File: src/rtl/calc_key_pkg.sv
package calc_key_pkg;
  localparam int CODE_W = 8;
  localparam int CHAR_W = 8;

  localparam logic [CODE_W-1:0] SC_BREAK = 8'hF0;
  localparam logic [CODE_W-1:0] SC_EXT   = 8'hE0;
  localparam logic [CODE_W-1:0] SC_DIV   = 8'h4A;
  localparam logic [CODE_W-1:0] SC_PLUS  = 8'h79;
  localparam logic [CODE_W-1:0] SC_MINUS = 8'h7B;
  localparam logic [CODE_W-1:0] SC_MUL   = 8'h7C;
  localparam logic [CODE_W-1:0] SC_SPACE = 8'h29;
  localparam logic [CODE_W-1:0] SC_ERASE = 8'h66;
  localparam logic [CODE_W-1:0] SC_ENTER = 8'h5A;

  typedef enum logic [1:0] {
    K_NONE,
    K_CHAR,
    K_BKSP,
    K_EVAL
  } key_kind_e;

  typedef enum logic [2:0] {
    ST_IDLE,
    ST_CHAR,
    ST_BKSP,
    ST_ACK_REL,
    ST_EVAL,
    ST_FIN_REL
  } hs_state_e;
endpackage

File: src/rtl/calc_key_prefix.sv
module calc_key_prefix
  import calc_key_pkg::*;
(
  input  logic              clk_i,
  input  logic              rst_ni,
  input  logic              accept_i,
  input  logic [CODE_W-1:0] code_i,
  output logic              pass_o,
  output logic              ext_o
);
  logic brk_q, ext_q;
  logic is_brk, is_ext;

  assign is_brk = (code_i == SC_BREAK);
  assign is_ext = (code_i == SC_EXT);
  assign pass_o = accept_i && !brk_q && !is_brk && !is_ext;
  assign ext_o  = ext_q;

  always_ff @(posedge clk_i or negedge rst_ni) begin
    if (!rst_ni) begin
      brk_q <= 1'b0;
      ext_q <= 1'b0;
    end else if (accept_i) begin
      if (brk_q) begin
        // byte after break is swallowed, both flags retire
        brk_q <= 1'b0;
        ext_q <= 1'b0;
      end else if (is_brk) begin
        brk_q <= 1'b1;
        ext_q <= 1'b0;
      end else if (is_ext) begin
        ext_q <= 1'b1;
      end else begin
        ext_q <= 1'b0;
      end
    end
  end

  AST_EXT_ONE_BYTE: assert property (@(posedge clk_i) disable iff (!rst_ni)
    ext_q && accept_i && !is_ext && !is_brk |=> !ext_q)
    else $error("extended flag outlived one byte");

  AST_BRK_SWALLOW: assert property (@(posedge clk_i) disable iff (!rst_ni)
    brk_q && accept_i |=> !brk_q && !ext_q)
    else $error("break flag not retired");
endmodule

File: src/rtl/calc_key_decode.sv
module calc_key_decode
  import calc_key_pkg::*;
(
  input  logic [CODE_W-1:0] code_i,
  input  logic              ext_i,
  output key_kind_e         kind_o,
  output logic [CHAR_W-1:0] ascii_o
);
  always_comb begin
    kind_o  = K_NONE;
    ascii_o = '0;
    if (ext_i) begin
      if (code_i == SC_DIV) begin
        kind_o  = K_CHAR;
        ascii_o = 8'h2F;
      end
    end else begin
      kind_o = K_CHAR;
      case (code_i)
        8'h70: ascii_o = 8'h30;
        8'h69: ascii_o = 8'h31;
        8'h72: ascii_o = 8'h32;
        8'h7A: ascii_o = 8'h33;
        8'h6B: ascii_o = 8'h34;
        8'h73: ascii_o = 8'h35;
        8'h74: ascii_o = 8'h36;
        8'h6C: ascii_o = 8'h37;
        8'h75: ascii_o = 8'h38;
        8'h7D: ascii_o = 8'h39;
        SC_PLUS:  ascii_o = 8'h2B;
        SC_MINUS: ascii_o = 8'h2D;
        SC_MUL:   ascii_o = 8'h2A;
        SC_SPACE: ascii_o = 8'h20;
        SC_ERASE: kind_o  = K_BKSP;
        SC_ENTER: kind_o  = K_EVAL;
        default:  kind_o  = K_NONE;
      endcase
    end
  end
endmodule

File: src/rtl/calc_key_handshake.sv
module calc_key_handshake
  import calc_key_pkg::*;
(
  input  logic              clk_i,
  input  logic              rst_ni,
  input  logic              fire_i,
  input  key_kind_e         kind_i,
  input  logic [CHAR_W-1:0] ascii_i,
  input  logic              done_i,
  input  logic              fin_i,
  output logic              idle_o,
  output logic [CHAR_W-1:0] char_o,
  output logic              take_o,
  output logic              bksp_o,
  output logic              eval_o
);
  hs_state_e state_q, state_d;
  logic [CHAR_W-1:0] char_q;

  always_comb begin
    state_d = state_q;
    unique case (state_q)
      ST_IDLE: begin
        if (fire_i) begin
          case (kind_i)
            K_CHAR:  state_d = ST_CHAR;
            K_BKSP:  state_d = ST_BKSP;
            K_EVAL:  state_d = ST_EVAL;
            default: state_d = ST_IDLE;
          endcase
        end
      end
      ST_CHAR, ST_BKSP: if (done_i) state_d = ST_ACK_REL;
      ST_ACK_REL:       if (!done_i) state_d = ST_IDLE;
      ST_EVAL:          if (fin_i) state_d = ST_FIN_REL;
      ST_FIN_REL:       if (!fin_i) state_d = ST_IDLE;
      default:          state_d = ST_IDLE;
    endcase
  end

  always_ff @(posedge clk_i or negedge rst_ni) begin
    if (!rst_ni) begin
      state_q <= ST_IDLE;
      char_q  <= '0;
    end else begin
      state_q <= state_d;
      if (state_q == ST_IDLE && fire_i && kind_i == K_CHAR) char_q <= ascii_i;
    end
  end

  assign idle_o = (state_q == ST_IDLE);
  assign char_o = char_q;
  assign take_o = (state_q == ST_CHAR);
  assign bksp_o = (state_q == ST_BKSP);
  assign eval_o = (state_q == ST_EVAL);

  AST_ONE_REQ: assert property (@(posedge clk_i) disable iff (!rst_ni)
    $onehot0({take_o, bksp_o, eval_o}))
    else $error("more than one request high");

  AST_TAKE_HOLD: assert property (@(posedge clk_i) disable iff (!rst_ni)
    take_o && !done_i |=> take_o)
    else $error("take dropped before done");

  AST_CHAR_STABLE: assert property (@(posedge clk_i) disable iff (!rst_ni)
    take_o && !done_i |=> $stable(char_o))
    else $error("char changed during request");

  AST_ACK_DROP: assert property (@(posedge clk_i) disable iff (!rst_ni)
    (take_o || bksp_o) && done_i |=> !take_o && !bksp_o)
    else $error("request held after done");

  AST_BKSP_HOLD: assert property (@(posedge clk_i) disable iff (!rst_ni)
    bksp_o && !done_i |=> bksp_o)
    else $error("backspace dropped before done");

  AST_EVAL_HOLD: assert property (@(posedge clk_i) disable iff (!rst_ni)
    eval_o && !fin_i |=> eval_o)
    else $error("eval dropped before finished");

  AST_EVAL_DROP: assert property (@(posedge clk_i) disable iff (!rst_ni)
    eval_o && fin_i |=> !eval_o)
    else $error("eval held after finished");
endmodule

File: src/rtl/calc_key_scanner.sv
module calc_key_scanner
  import calc_key_pkg::*;
(
  input  logic              clk_i,
  input  logic              rst_ni,
  input  logic              strobe_i,
  input  logic [CODE_W-1:0] code_i,
  output logic [CHAR_W-1:0] char_o,
  output logic              take_o,
  output logic              bksp_o,
  input  logic              done_i,
  output logic              eval_o,
  input  logic              fin_i
);
  logic              idle, accept, pass, ext;
  key_kind_e         kind;
  logic [CHAR_W-1:0] ascii;

  // bytes arriving during any open handshake are dropped whole
  assign accept = strobe_i && idle;

  calc_key_prefix u_prefix (
    .clk_i    (clk_i),
    .rst_ni   (rst_ni),
    .accept_i (accept),
    .code_i   (code_i),
    .pass_o   (pass),
    .ext_o    (ext)
  );

  calc_key_decode u_decode (
    .code_i  (code_i),
    .ext_i   (ext),
    .kind_o  (kind),
    .ascii_o (ascii)
  );

  calc_key_handshake u_hs (
    .clk_i   (clk_i),
    .rst_ni  (rst_ni),
    .fire_i  (pass),
    .kind_i  (kind),
    .ascii_i (ascii),
    .done_i  (done_i),
    .fin_i   (fin_i),
    .idle_o  (idle),
    .char_o  (char_o),
    .take_o  (take_o),
    .bksp_o  (bksp_o),
    .eval_o  (eval_o)
  );

  AST_REQ_NEEDS_STROBE: assert property (@(posedge clk_i) disable iff (!rst_ni)
    $rose(take_o) || $rose(bksp_o) || $rose(eval_o) |-> $past(strobe_i))
    else $error("request without a strobe");

  AST_BUSY_NO_NEW: assert property (@(posedge clk_i) disable iff (!rst_ni)
    !idle && !take_o && !bksp_o && !eval_o |=> !take_o && !bksp_o && !eval_o)
    else $error("new request during release phase");
endmodule

File: config.mk
export PLATFORM = sky130hd
export DESIGN_NAME = calc_key_scanner
export DESIGN_NICKNAME = d
export VERILOG_FILES = /design/src/rtl/calc_key_pkg.sv /design/src/rtl/calc_key_prefix.sv /design/src/rtl/calc_key_decode.sv /design/src/rtl/calc_key_handshake.sv /design/src/rtl/calc_key_scanner.sv
export SDC_FILE = /design/constraint.sdc
export NUM_CORES = 1
export LEC_CHECK = 0
export BUFFER_PORTS_ARGS = -buffer_cell sky130_fd_sc_hd__clkbuf_2
export CAP_MARGIN = 10
export CORE_AREA = 3 3 56 58
export DETAILED_ROUTE_END_ITERATION = 7
export DIE_AREA = 0 0 59 61
export HOLD_SLACK_MARGIN = 0.12
export SYNTH_ARGS = -nofsm -noshare
export SYNTH_HDL_FRONTEND = slang
export SYNTH_SLANG_ARGS = --single-unit
export TNS_END_PERCENT = 5
File: constraint.sdc
create_clock -name clk_i -period 3.5 [get_ports clk_i]
set_input_delay 0.7 -clock clk_i [delete_from_list [all_inputs] [get_ports clk_i]]
set_output_delay 0.7 -clock clk_i [all_outputs]
set_load 0.01 [all_outputs]
Yosys cells after proc, flatten, opt, wreduce, memory -nomap -nowiden. Index checks and enable logic that the tools add are counted.

Register bits after elaboration: 13. Bits in latches: 0. Memory bits (writable): 0. Memory bits (read-only): 0. Output and inout bits: 11. Memories kept: 0.

Add/sub/neg operators: 0. $mul: 0. Divide/modulo/power cells: 0. $lt $le $gt $ge: 0. Equality and inequality tests: 32. Shift-type cells: 0. Multiplexer cells: 18. Bitwise logic cells: 0. Reductions and logical operators: 13.

Operator list (number): $eq A8 B7 Y1 const B (16); $pmux W6 S14 (1); $eq A8 B8 Y1 const B (2); $mux W3 (5); $pmux W3 S5 (1); $reduce_or A14 Y1 (1); $pmux W3 S3 (1); $eq A8 B6 Y1 const B (1); $mux W8 (1); $eq A3 B2 Y1 const B (2); $eq A3 B3 Y1 const B (2); $logic_and A1 B1 Y1 (6); $mux W1 (6); $mux W6 (1); $ne A2 B2 Y1 const B (3); $pmux W2 S3 (1); $reduce_and A5 Y1 (1); $eq A2 B2 Y1 const B (2); $ne A2 B1 Y1 const B (2); $eq A3 B1 Y1 const B (1); $logic_not A1 Y1 (3); $logic_not A3 Y1 (1); $eq A2 B1 Y1 const B (1); $mux W2 (1); $reduce_or A2 Y1 (1).

Logic depth before layout (Yosys ltp).
Word-level depth: 8. Depth in mapped cells: 7. Depth with buffers taken out: 6.

Cells and area by module. Synthesis repeated with hierarchy kept, for this count alone.

Cell total of the unflattened synthesis: 121. Area, all modules: 1116.1 um2.

By module, submodules not included: calc_key_handshake (times used 1, cells an instance 42, area an instance 556.8 um2, seq. area each 275.3 um2); calc_key_decode (times used 1, cells an instance 66, area an instance 417.9 um2, seq. area each 0.0 um2); calc_key_prefix (times used 1, cells an instance 12, area an instance 135.1 um2, seq. area each 50.0 um2); calc_key_scanner (times used 1, cells an instance 1, area an instance 6.3 um2, seq. area each 0.0 um2).

Worst setup path after synthesis. OpenSTA, ideal clock, no wires.

Path type: input -> register. Start point: input code_i[2]. End point: register u_hs.char_q[3] (netlist: u_hs.char_o[3]). Data arrival time: 2.140 ns. Data required time: 3.375 ns. Setup slack: 1.235 ns. Cell stages on the path: 6. Buffers on the path: 1. Path through: buf_6 > nand4bb_4 > nor3_4 > nand3_2 > a2111oi_4 > mux2_4.

Cells in the longest elaborated chain, start to end: 6.

RTL lines: start: declaration (line calc_key_scanner.sv:7) `input logic [CODE_W-1:0] code_i,`; $eq A8 B7 Y1, or another cell as far along (line calc_key_decode.sv:19) `case (code_i)`; $reduce_or A14 Y1 (no line) / $logic_not A1 Y1 (equally long branches); $pmux W2 S3 / $logic_and A1 B1 Y1 (equally long branches) (line calc_key_decode.sv:19, calc_key_prefix.sv:16); $mux W2 / $logic_and A1 B1 Y1 (equally long branches) (line calc_key_decode.sv:12, calc_key_prefix.sv:16); $eq A2 B1 Y1 / $logic_and A1 B1 Y1 (equally long branches) (line calc_key_handshake.sv:47) `if (state_q == ST_IDLE && fire_i && kind_i == K_CHAR) char_q <= ascii_i;`; $logic_and A1 B1 Y1 (line calc_key_handshake.sv:47); end signal: assignment (line calc_key_handshake.sv:47); end: declaration (line calc_key_handshake.sv:18) `logic [CHAR_W-1:0] char_q;`.

Several ways; a longest one is shown, not always the timed one. A chain may end at the register's enable or synchronous reset.

Worst setup path after layout.
Start point: input code_i[0]. End point: register u_hs.char_q[3] (netlist: u_hs.char_o[3]).

The elaborated chain is that of the path after synthesis.

==> flow_summary.ini <==
[routing]
vias = 921
drc = 0
ant_nets = 0
wl_um = 2332
routed_via_density = 5.616
drt_iter0_markers = 36
wl_per_cell_um = 14.22
dr.pass1.iters = 5

[worst_hold_path]
hp-class = primary input to async pin

[placement]
hpwl_um = 1787
place_congestion = 0.7636
io_buffers = 21
dp_slack_ps = 970.7

[clock_network]
cts.sinks = 11
post_cts_resized = 0
ctsHoldBuffers = 0
cts_tree = built
clockBufferDepth = 2
cts_setup_buffers = 0
cts_root_buf = clkbuf_4
htree_levels = 1
numCtsBuffers = 3
insertion_delay_ps = 270
path_clk_slew_ps = 70

[yosys]
ys_ff_latch = 11
yosysUniqueCellTypes = 51
yosysWarnings = 0
async_reset_ff_frac = 1.000
synth_edf_count = 0
seq_area_frac_synth = 0.2570
syn_avg_cell_area_um2 = 9.154
ys.flop_type = dfrtp_1
synth_area_um2 = 1071
synth_cells = 117

[global_routing]
grt_max_degree = 17
antenna_found_initial = 0
grt_pass1_vias = 852
gr-usage-all-layers = 0.1443
grt_pass1_wl_um = 3953
overflow = 0

[finish]
final_common_cell = clkbuf_2
antennaDiodeCount = 0
final_cell_mix = clkbuf_2, dfrtp_1, nor2_1, nand2_1, a21oi_1
syn2layout_area_growth_pct = 9.346
num-fill-cells = 271
nNetsFinal = 147
fin_util = 0.4321
drive_gt1_frac = 0.3008

[floorplanning]
core_um2 = 2710
start_util = 0.3952
dieWidth_um = 59
die_height_um = 61
io_pins = 24
fp-row-count = 19
dieArea_um2 = 3599

[timing]
tightest_slew_ps = 502.6
whs_ps = 284.2
fin_ws_ps = 1247
relSlewSlack = 0.6619
finalSetupTns_ps = 0
setup_viol = 0
maxSlewViolCount = 0
min_period_ps = 2253
fmax_ghz = 0.4439
final_hold_viol_count = 0
fin_worst_skew_ps = 7.492
final.period_utilization = 0.6437
rsz0062_at_grt = no

[power]
power_uw = 524.8
switchingPower_uw = 209.4
switching_share = 0.3989
p_comb_frac = 0.431
p_leak_nw = 0.4804
ir_drop_v = 0.0003484
p_per_area_nw_per_um2 = 448.1
power_frac_seq = 0.406
clkPwrFrac = 0.163
p_int_uw = 315.5

[setup_path]
cp_slowest_cell = a2111oi_4
slowest_delay_ps = 400
cp_data_arrival_time_ps = 2400
critical_path_required_ps = 3650
r2r-start = u_hs.state_q[0]
crit_start = code_i[0]
start_kind = primary input
critPathBufInv = 1
crit_chain = clkbuf_2 -> nand2b_1 -> o31a_1 -> o22ai_2 -> a21oi_2 -> a2111oi_4 -> mux2_4
worst_path_dominant_cell_family = compound AO/OA/AOI/OAI gates
crit_path_end_kind = register
crit_fanout = 13
worstSetupPathType = primary input to register

[job]
drv_cap = 0

[run_status]
status = finished, final reports clean
[per-layer routing]
layer | vias up | global-route usage | share of wire | wire length, um
met3 | 4 | 0.02553 | 0.052 | 122
met5 | - | 0 | 0 | 0
met1 | 426 | 0.2068 | 0.48 | 1129
met2 | 28 | 0.2145 | 0.45 | 1044
li1 | 463 | - | - | -
met4 | 0 | 0.05825 | 0.015 | 35
[registers in the layout, summed over array words and instances (netlist names)]
| register | flops |
|---|---|
| u_hs.char_o | 6 |
| u_hs.state_q | 3 |
| u_prefix.brk_q | 1 |
| u_prefix.ext_o | 1 |
[area by class of cell]
| type | count | area (um2) | area share |
|---|---|---|---|
| clock buffer | 4 | 26.28 | 0.02244 |
| inverter | 5 | 18.77 | 0.01603 |
| multi-input combinational | 92 | 706.9 | 0.6036 |
| sequential | 11 | 275.3 | 0.2350 |
| tap | 31 | 38.79 | 0.03312 |
| timing repair buffer | 21 | 105.1 | 0.08974 |
[kinds of logic (layout without fill, tap and decap cells)]
kind of cell           after synthesis  count (layout)  share of synthesized area
XOR/XNOR                             2               2                    0.01636
buffers and inverters               15              30                    0.08644
multiplexers                         3               3                    0.03271
AND/OR/NAND/NOR                     50              50                     0.3295
flip-flops                          11              11                     0.2570
AO/OA/AOI/OAI                       35              35                     0.2745
other                                1               2                   0.003501
[worst paths after layout]
check	slack, ps	to	cells after the start
worst min-delay path	280	u_hs.char_o[4]	1
max in group asynchronous	3000	u_hs.char_o[5]	1
worst max-delay path	1250	u_hs.char_o[3]	7
worst min register to register	470	u_hs.char_o[5]	1
min in group clk_i	470	u_hs.char_o[5]	1
worst max register to register	1430	u_hs.char_o[3]	6
[cell usage after synthesis, drive strengths merged (2+ instances only)]
library cell | count | share of area
a22oi | 2 | 0.014
buf | 10 | 0.069
nand3b | 4 | 0.028
o21ai | 7 | 0.033
a2bb2oi | 3 | 0.025
a21oi | 8 | 0.041
nor3 | 6 | 0.049
nor3b | 4 | 0.043
a22o | 2 | 0.016
xor2 | 2 | 0.016
inv | 5 | 0.018
nand3 | 4 | 0.023
nand2 | 8 | 0.028
dfrtp | 11 | 0.26
nor2b | 2 | 0.012
mux2i | 2 | 0.019
nor2 | 10 | 0.040
nand2b | 3 | 0.018
[power groups by stage]
stage                     logic (mW)  registers (mW)  clock network [mW]
after detailed placement       0.228           0.215                   0
after global routing           0.251           0.223              0.0949
after global placement         0.227           0.213                   0
after floorplan                0.185           0.193                   0
after CTS                      0.229           0.214              0.0913
final                          0.226           0.213              0.0854
[per-stage QoR]
stage / area (um2) / cells
2_1_floorplan: 1075 / 118
3_3_place_gp: 1145 / 160
3_5_place_dp: 1145 / 160
4_1_cts: 1171 / 164
5_1_grt: 1171 / 164
6_report: 1171 / 164
(Power assumes the default switching activity.)
